**src/rtl/cpdb_pkg.sv**
```systemverilog
package cpdb_pkg;

    localparam int SEQ_ADDR_W  = 32;
    localparam int SEQ_DATA_W  = 32;
    localparam int SEQ_CNT_W   = 16;
    localparam int SEQ_WORD_W  = 16;
    localparam int SEQ_IDX_W   = 3;
    localparam int SEQ_RESP_W  = 2;
    localparam int SEQ_STEP_B  = 2;

    typedef enum logic [2:0] {
        ST_IDLE,
        ST_WRITE_COND,
        ST_READ_RESP,
        ST_SERVICE,
        ST_DECREMENT,
        ST_DONE
    } seq_state_e;

    typedef enum logic [SEQ_RESP_W-1:0] {
        RSP_BUSY    = 2'b00,
        RSP_SERVICE = 2'b01,
        RSP_FALSE   = 2'b10,
        RSP_TRUE    = 2'b11
    } resp_code_e;

    typedef struct packed {
        logic                  taken;
        logic [SEQ_ADDR_W-1:0] pc;
    } seq_result_t;

endpackage

```
**src/rtl/cpdb_counter.sv**
```systemverilog
module cpdb_counter #(
    parameter int DATA_W = 32,
    parameter int CNT_W  = 16
) (
    input  logic [DATA_W-1:0] cur_val,
    output logic [DATA_W-1:0] new_val,
    output logic              expired
);
    localparam int HI_W = DATA_W - CNT_W;

    logic [CNT_W-1:0] low_dec;

    always_comb begin
        low_dec = cur_val[CNT_W-1:0] - CNT_W'(1);
        expired = (low_dec == {CNT_W{1'b1}});
    end

    generate
        if (HI_W > 0) begin : g_keep_hi
            assign new_val = {cur_val[DATA_W-1:CNT_W], low_dec};
        end else begin : g_no_hi
            assign new_val = low_dec;
        end
    endgenerate
endmodule

```
**src/rtl/cpdb_target.sv**
```systemverilog
module cpdb_target #(
    parameter int ADDR_W = 32,
    parameter int DISP_W = 16,
    parameter int STEP_B = 2
) (
    input  logic [ADDR_W-1:0] pc_in,
    input  logic [DISP_W-1:0] disp_in,
    output logic [ADDR_W-1:0] fall_pc,
    output logic [ADDR_W-1:0] branch_pc
);
    localparam int EXT_W = ADDR_W - DISP_W;

    logic [ADDR_W-1:0] disp_ext;

    assign disp_ext  = {{EXT_W{disp_in[DISP_W-1]}}, disp_in};
    assign fall_pc   = pc_in + ADDR_W'(STEP_B);
    assign branch_pc = pc_in + disp_ext;
endmodule

```
**src/rtl/cpdb_ctrl.sv**
```systemverilog
module cpdb_ctrl
    import cpdb_pkg::*;
(
    input  logic                  clk,
    input  logic                  rst,
    input  logic                  start,
    input  logic [SEQ_RESP_W-1:0] resp_data,
    output logic                  load,
    output logic                  cap_true,
    output logic                  cap_dec,
    output logic                  busy,
    output logic                  cond_wr_en,
    output logic                  resp_rd_en,
    output logic                  rf_wr_en,
    output logic                  done
);
    seq_state_e state_q, state_d;
    resp_code_e rsp;

    assign rsp = resp_code_e'(resp_data);

    always_ff @(posedge clk) begin
        if (rst) state_q <= ST_IDLE;
        else     state_q <= state_d;
    end

    always_comb begin
        state_d = state_q;
        case (state_q)
            ST_IDLE:       if (start) state_d = ST_WRITE_COND;
            ST_WRITE_COND: state_d = ST_READ_RESP;
            ST_READ_RESP: begin
                case (rsp)
                    RSP_BUSY:    state_d = ST_READ_RESP;
                    RSP_SERVICE: state_d = ST_SERVICE;
                    RSP_FALSE:   state_d = ST_DECREMENT;
                    default:     state_d = ST_DONE;
                endcase
            end
            ST_SERVICE:    state_d = ST_READ_RESP;
            ST_DECREMENT:  state_d = ST_DONE;
            ST_DONE:       state_d = ST_IDLE;
            default:       state_d = ST_IDLE;
        endcase
    end

    assign load       = (state_q == ST_IDLE) && start;
    assign busy       = (state_q != ST_IDLE);
    assign cond_wr_en = (state_q == ST_WRITE_COND);
    assign resp_rd_en = (state_q == ST_READ_RESP);
    assign rf_wr_en   = (state_q == ST_DECREMENT);
    assign done       = (state_q == ST_DONE);
    assign cap_true   = resp_rd_en && (rsp == RSP_TRUE);
    assign cap_dec    = rf_wr_en;

    p_cond_once_r2: assert property (@(posedge clk) disable iff (rst)
        cond_wr_en |=> (!cond_wr_en && resp_rd_en));

    p_busy_reread_r3: assert property (@(posedge clk) disable iff (rst)
        (resp_rd_en && resp_data == 2'b00) |=> resp_rd_en);

    p_service_gap_r4: assert property (@(posedge clk) disable iff (rst)
        (resp_rd_en && resp_data == 2'b01) |=> (!resp_rd_en ##1 resp_rd_en));

    p_true_nowrite_r5: assert property (@(posedge clk) disable iff (rst)
        (resp_rd_en && resp_data == 2'b11) |=> (done && !rf_wr_en));

    p_false_write_r6: assert property (@(posedge clk) disable iff (rst)
        (resp_rd_en && resp_data == 2'b10) |=> (rf_wr_en ##1 (done && !rf_wr_en)));

    p_done_pulse_r9: assert property (@(posedge clk) disable iff (rst)
        done |=> !done);

    p_ignore_start_r10: assert property (@(posedge clk) disable iff (rst)
        (busy && !done && start) |=> busy);
endmodule

```
**src/rtl/cp_loop_branch.sv**
```systemverilog
module cp_loop_branch
    import cpdb_pkg::*;
#(
    parameter int ADDR_W = SEQ_ADDR_W,
    parameter int DATA_W = SEQ_DATA_W,
    parameter int CNT_W  = SEQ_CNT_W,
    parameter int WORD_W = SEQ_WORD_W,
    parameter int IDX_W  = SEQ_IDX_W
) (
    input  logic                  clk,
    input  logic                  rst,
    input  logic                  start,
    input  logic [WORD_W-1:0]     op_word,
    input  logic [WORD_W-1:0]     cond_sel,
    input  logic [WORD_W-1:0]     disp,
    input  logic [ADDR_W-1:0]     scan_pc,
    output logic                  busy,
    output logic                  cond_wr_en,
    output logic [WORD_W-1:0]     cond_wr_data,
    output logic                  resp_rd_en,
    input  logic [SEQ_RESP_W-1:0] resp_data,
    output logic [IDX_W-1:0]      rf_rd_idx,
    input  logic [DATA_W-1:0]     rf_rd_data,
    output logic                  rf_wr_en,
    output logic [IDX_W-1:0]      rf_wr_idx,
    output logic [DATA_W-1:0]     rf_wr_data,
    output logic                  done,
    output logic [ADDR_W-1:0]     next_pc,
    output logic                  taken
);
    logic [WORD_W-1:0] op_q, sel_q, disp_q;
    logic [ADDR_W-1:0] pc_q;
    logic              res_taken_q;
    logic [ADDR_W-1:0] res_pc_q;

    logic              load, cap_true, cap_dec;
    logic [ADDR_W-1:0] fall_pc, branch_pc;
    logic [DATA_W-1:0] dec_val;
    logic              expired;
    logic [IDX_W-1:0]  reg_idx;

    cpdb_ctrl u_ctrl (
        .clk        (clk),
        .rst        (rst),
        .start      (start),
        .resp_data  (resp_data),
        .load       (load),
        .cap_true   (cap_true),
        .cap_dec    (cap_dec),
        .busy       (busy),
        .cond_wr_en (cond_wr_en),
        .resp_rd_en (resp_rd_en),
        .rf_wr_en   (rf_wr_en),
        .done       (done)
    );

    cpdb_counter #(.DATA_W(DATA_W), .CNT_W(CNT_W)) u_counter (
        .cur_val (rf_rd_data),
        .new_val (dec_val),
        .expired (expired)
    );

    cpdb_target #(.ADDR_W(ADDR_W), .DISP_W(WORD_W), .STEP_B(SEQ_STEP_B)) u_target (
        .pc_in     (pc_q),
        .disp_in   (disp_q),
        .fall_pc   (fall_pc),
        .branch_pc (branch_pc)
    );

    always_ff @(posedge clk) begin
        if (rst) begin
            op_q   <= '0;
            sel_q  <= '0;
            disp_q <= '0;
            pc_q   <= '0;
        end else if (load) begin
            op_q   <= op_word;
            sel_q  <= cond_sel;
            disp_q <= disp;
            pc_q   <= scan_pc;
        end
    end

    always_ff @(posedge clk) begin
        if (rst) begin
            res_taken_q <= 1'b0;
            res_pc_q    <= '0;
        end else if (cap_true) begin
            res_taken_q <= 1'b0;
            res_pc_q    <= fall_pc;
        end else if (cap_dec) begin
            res_taken_q <= !expired;
            res_pc_q    <= expired ? fall_pc : branch_pc;
        end
    end

    assign reg_idx      = op_q[IDX_W-1:0];
    assign rf_rd_idx    = busy ? reg_idx : '0;
    assign rf_wr_idx    = rf_wr_en ? reg_idx : '0;
    assign rf_wr_data   = rf_wr_en ? dec_val : '0;
    assign cond_wr_data = cond_wr_en ? sel_q : '0;
    assign next_pc      = done ? res_pc_q : '0;
    assign taken        = done & res_taken_q;

    p_idle_quiet_r1: assert property (@(posedge clk) disable iff (rst)
        !busy |-> (!cond_wr_en && !resp_rd_en && !rf_wr_en && !done && next_pc == '0));

    p_wrap_falls_r7: assert property (@(posedge clk) disable iff (rst)
        (rf_wr_en && rf_wr_data[CNT_W-1:0] == {CNT_W{1'b1}}) |=> (done && !taken));

    p_loop_branches_r8: assert property (@(posedge clk) disable iff (rst)
        (rf_wr_en && rf_wr_data[CNT_W-1:0] != {CNT_W{1'b1}}) |=> (done && taken));

    p_same_reg_r6: assert property (@(posedge clk) disable iff (rst)
        rf_wr_en |-> (rf_wr_idx == rf_rd_idx));
endmodule

```
**config.mk**
```make
export PLATFORM = sky130hd
export DESIGN_NAME = cp_loop_branch
export DESIGN_NICKNAME = d
export VERILOG_FILES = /design/src/rtl/cpdb_pkg.sv /design/src/rtl/cpdb_counter.sv /design/src/rtl/cpdb_target.sv /design/src/rtl/cpdb_ctrl.sv /design/src/rtl/cp_loop_branch.sv
export SDC_FILE = /design/constraint.sdc
export NUM_CORES = 1
export LEC_CHECK = 0
export BUFFER_PORTS_ARGS = -buffer_cell sky130_fd_sc_hd__buf_2
export CAP_MARGIN = 20
export CORE_UTILIZATION = 54
export CTS_CLUSTER_DIAMETER = 200
export DETAILED_ROUTE_END_ITERATION = 8
export PLACE_DENSITY_LB_ADDON = 0.2
export SYNTH_ARGS = -nofsm -noshare
export SYNTH_HDL_FRONTEND = slang
export SYNTH_SLANG_ARGS = --single-unit
```
**constraint.sdc**
```tcl
create_clock -name clk -period 7.2 [get_ports clk]
set_clock_uncertainty 0.1 [all_clocks]
set_input_delay 1.44 -clock clk [delete_from_list [all_inputs] [get_ports clk]]
set_output_delay 1.44 -clock clk [all_outputs]
set_load 0.01 [all_outputs]
```
==> flow_metrics.py <==
metrics = {
    "power_and_ir_drop": {
        "power.leakage_nw": 4.012,
        "irDropWorstVdd_v": 0.0001209,
        "powerDensity_nw_per_um2": 170.2,
    },
    "detailed_routing": {
        "totalWireLength_mm": 19.54,
        "drtPass1Iterations": 5,
        "vias_per_cell": 5.672,
        "ant_nets": 0,
        "wl_per_cell_um": 14.96,
        "dr.first_iter.drc_count": 483,
        "route.detailed.drc": 0,
        "via_count": 7407,
    },
    "yosys": {
        "syn_area_per_cell_sq_um": 7.387,
        "synth-async-reset-ratio": 0,
        "ys_ff_latch": 103,
        "yosys_most_used_dff": "dfxtp_1",
        "synth_fp_nets": 1124,
        "synthCells": 972,
        "synthesis.area_sq_um": 7181,
        "ys_seq_area_frac": 0.2872,
        "synth_warnings": 0,
        "synth_edf_count": 0,
        "yosys.cell_types.count": 71,
    },
    "grt": {
        "grtUsageMet3": 0.03599,
        "grt_first_pass_wirelength_mm": 32.00,
        "grt_pass1_vias": 6583,
        "grt_usage": 0.2797,
        "busiest_layer": "met2",
        "overflow": 0,
        "grt.met1_usage": 0.3789,
        "antenna_found_initial": 0,
        "grt_max_degree": 90,
        "met2_usage": 0.4582,
    },
    "cells_and_area": {
        "final_nets": 1281,
        "multi_input_area_sq_um": 4798,
        "syn_to_final_growth_pct": 18.31,
        "fin_area_sq_um": 8496,
        "n_antenna_cell": 0,
        "fill_cells": 1166,
        "drive_above_1_share": 0.2099,
        "final-seq-area_sq_um": 2062,
    },
    "setup_path": {
        "rrSetupSlack_ns": 3.08,
        "path_max_fanout": 9,
        "reg2reg_to": "res_pc_q[24]$_SDFFE_PP0P_",
        "startpoint_type": "input port",
        "crit_type": "input port to output port",
        "end_kind": "output port",
        "crit_arrival_ns": 3.18,
        "critPathRequiredTime_ns": 5.66,
        "r2r_cells": 8,
        "reg2reg_from": "u_ctrl.state_q[1]$_SDFFE_PP0P_",
    },
    "cts": {
        "clk_pin_slew_ns": 0.08,
        "cts_hold_buf": 0,
        "cts_root_buffer": "clkbuf_16",
        "ctsHtreeMaxLevel": 3,
        "clk_latency_ns": 0.35,
        "cts_max_path_buffers": 2,
        "cts_made_buffers": 9,
        "cts_resized": 0,
        "postCtsSetupRepairBufs": 0,
        "cts_num_sinks": 103,
        "tritoncts": "yes",
    },
    "floorplan": {
        "die_width_um": 117.3,
        "initial_core_util": 0.5622,
        "core-area_sq_um": 12770,
        "die_area_sq_um": 13760,
        "ios": 209,
        "fp-row-count": 41,
        "die_h_um": 117.3,
    },
    "min_path": {
        "hold-path-endpoint": "res_pc_q[25]$_SDFFE_PP0P_",
        "hold-path-cell-count": 2,
        "hp-start": "res_pc_q[25]$_SDFFE_PP0P_",
        "hold_path.class": "register to register",
    },
    "placement": {
        "gp_congestion": 0.9190,
        "place_hpwl_mm": 13.98,
        "portBuffers": 195,
        "postPlaceCellArea_sq_um": 8160,
    },
    "sta": {
        "setup_viol": 0,
        "slew_violations": 0,
        "fin_tns_setup_ns": 0,
        "fmaxAchievable_mhz": 212.0,
        "finalHoldViolations": 0,
        "rsz0062_at_grt": "false",
        "fin_crit_sh": 0.6551,
        "min_period_ns": 4.717,
        "timing.slew.headroom": 0.3114,
        "worst_pin_slew_ns": 1.033,
    },
    "status": {
        "status": "finished, final reports clean",
    },
    "flow_run": {
        "drv_cap": 0,
    },
}
[metal layers]
layer  up-vias  part of all wire
met5         -                 0
met4         0             0.021
met3        29             0.048
met2       233              0.47
met1      3418              0.46
li1       3727                 -
[through the flow]
stage / power, W / worst slack, ns / cells / hold WS [ns] / util
2_1_floorplan: 0.0008594 / 2.821 / 972 / 0.3220 / -
3_3_place_gp: 0.0009483 / 2.383 / 1288 / 0.3359 / 0.6388
3_5_place_dp: 0.0009540 / 2.336 / 1288 / 0.3420 / 0.6388
4_1_cts: 0.001448 / 2.499 / 1304 / 0.3536 / 0.6636
5_1_grt: 0.001517 / 2.333 / 1306 / 0.3673 / 0.6651
6_report: 0.001446 / 2.483 / 1306 / 0.3496 / 0.6651
[worst max-delay path by stage]
stage | startpoint | slack [ns] | endpoint
2_1_floorplan | rf_rd_data[0] | 2.82 | rf_wr_data[14]
3_3_place_gp | rf_rd_data[0] | 2.38 | res_pc_q[16]$_SDFFE_PP0P_
3_5_place_dp | rf_rd_data[0] | 2.34 | res_pc_q[24]$_SDFFE_PP0P_
4_1_cts | rf_rd_data[0] | 2.50 | rf_wr_data[14]
5_1_grt | rf_rd_data[0] | 2.33 | rf_wr_data[14]
6_report | rf_rd_data[0] | 2.48 | rf_wr_data[14]
[flip-flops by register name (all words and copies together) (netlist names)]
signal          count
u_ctrl.state_q      3
op_q                3
pc_q               32
sel_q              16
res_pc_q           32
res_taken_q         1
disp_q             16
[report_power, final]
group	switching, W	internal (W)	total [W]
registers	0.0000384	0.000604	0.000643
logic	0.000182	0.000122	0.000304
clock network	0.000250	0.000249	0.000499
total	0.000470	0.000976	0.00145
[kinds of logic after synthesis]
family	after synthesis	share of synthesized area
simple gates	438	0.2994
xor+xnor	63	0.07684
mux	3	0.004356
fa+ha+maj	35	0.06203
compound gates	256	0.2251
buf+inv	74	0.04513
flops	103	0.2872
[worst max-delay path: stages]
cell	delay, ns
buf_2	0.15
inv_1	0.09
ha_1	0.19
nor3b_4	0.39
and2_1	0.32
nand3b_1	0.12
xor2_1	0.22
nor2_1	0.08
buf_2	0.17
[cell usage after synthesis, types with 3 or more instances]
| master | n | area (sq um) |
|---|---|---|
| o21bai_1 | 5 | 37.54 |
| and4_1 | 3 | 26.28 |
| clkbuf_1 | 44 | 165.2 |
| or4_1 | 3 | 22.52 |
| nand3_1 | 19 | 95.09 |
| and3_1 | 31 | 193.9 |
| xnor2_1 | 35 | 306.5 |
| o211ai_1 | 7 | 52.55 |
| o22ai_1 | 6 | 37.54 |
| nand4_1 | 14 | 87.58 |
| xor2_1 | 28 | 245.2 |
| a21oi_1 | 106 | 530.5 |
| nor3b_1 | 4 | 30.03 |
| dfxtp_1 | 103 | 2062 |
| inv_1 | 15 | 56.30 |
| nor3_1 | 14 | 70.07 |
| a21o_1 | 21 | 157.7 |
| a211oi_1 | 14 | 105.1 |
| a31oi_1 | 13 | 81.33 |
| nand2b_1 | 3 | 18.77 |
| o21ai_1 | 6 | 30.03 |
| a22oi_1 | 3 | 22.52 |
| buf_2 | 7 | 35.03 |
| buf_6 | 3 | 33.78 |
| nor2_1 | 59 | 221.5 |
| ha_1 | 34 | 425.4 |
| o21ai_0 | 34 | 170.2 |
| a32oi_1 | 4 | 35.03 |
| and2_1 | 56 | 350.3 |
| or3_1 | 8 | 50.05 |
| nand3b_1 | 3 | 22.52 |
| nor4_2 | 4 | 50.05 |
| nand2_1 | 201 | 754.5 |
| o21a_1 | 4 | 30.03 |
| nor2b_1 | 6 | 37.54 |
| a32o_1 | 10 | 100.1 |
[cell usage in the layout, fill, tap and decap left out, drive strengths merged, types with 9 or more instances in the layout]
| cell type | synthesis | layout |
|---|---|---|
| xnor2 | 35 | 35 |
| nand3 | 19 | 19 |
| ha | 34 | 34 |
| a211oi | 16 | 16 |
| clkbuf | 44 | 9 |
| and2 | 56 | 56 |
| a21o | 21 | 21 |
| nor2 | 59 | 59 |
| nand2 | 202 | 202 |
| nor3 | 14 | 14 |
| a32o | 10 | 10 |
| nand4 | 14 | 14 |
| xor2 | 28 | 28 |
| a21oi | 106 | 106 |
| a31oi | 13 | 13 |
| buf | 13 | 203 |
| o21ai | 41 | 41 |
| dfxtp | 103 | 103 |
| and3 | 31 | 31 |
| inv | 16 | 17 |
[layout make-up]
cell class / count / share of cell area
repair buffers: 203 / 0.1224
inverters: 17 / 0.007511
clock buffers: 9 / 0.02651
well taps: 172 / 0.02533
multi-input cells: 795 / 0.5648
clock inverters: 7 / 0.01075
flip-flops and latches: 103 / 0.2427
Power figures use the tool's default switching activity.
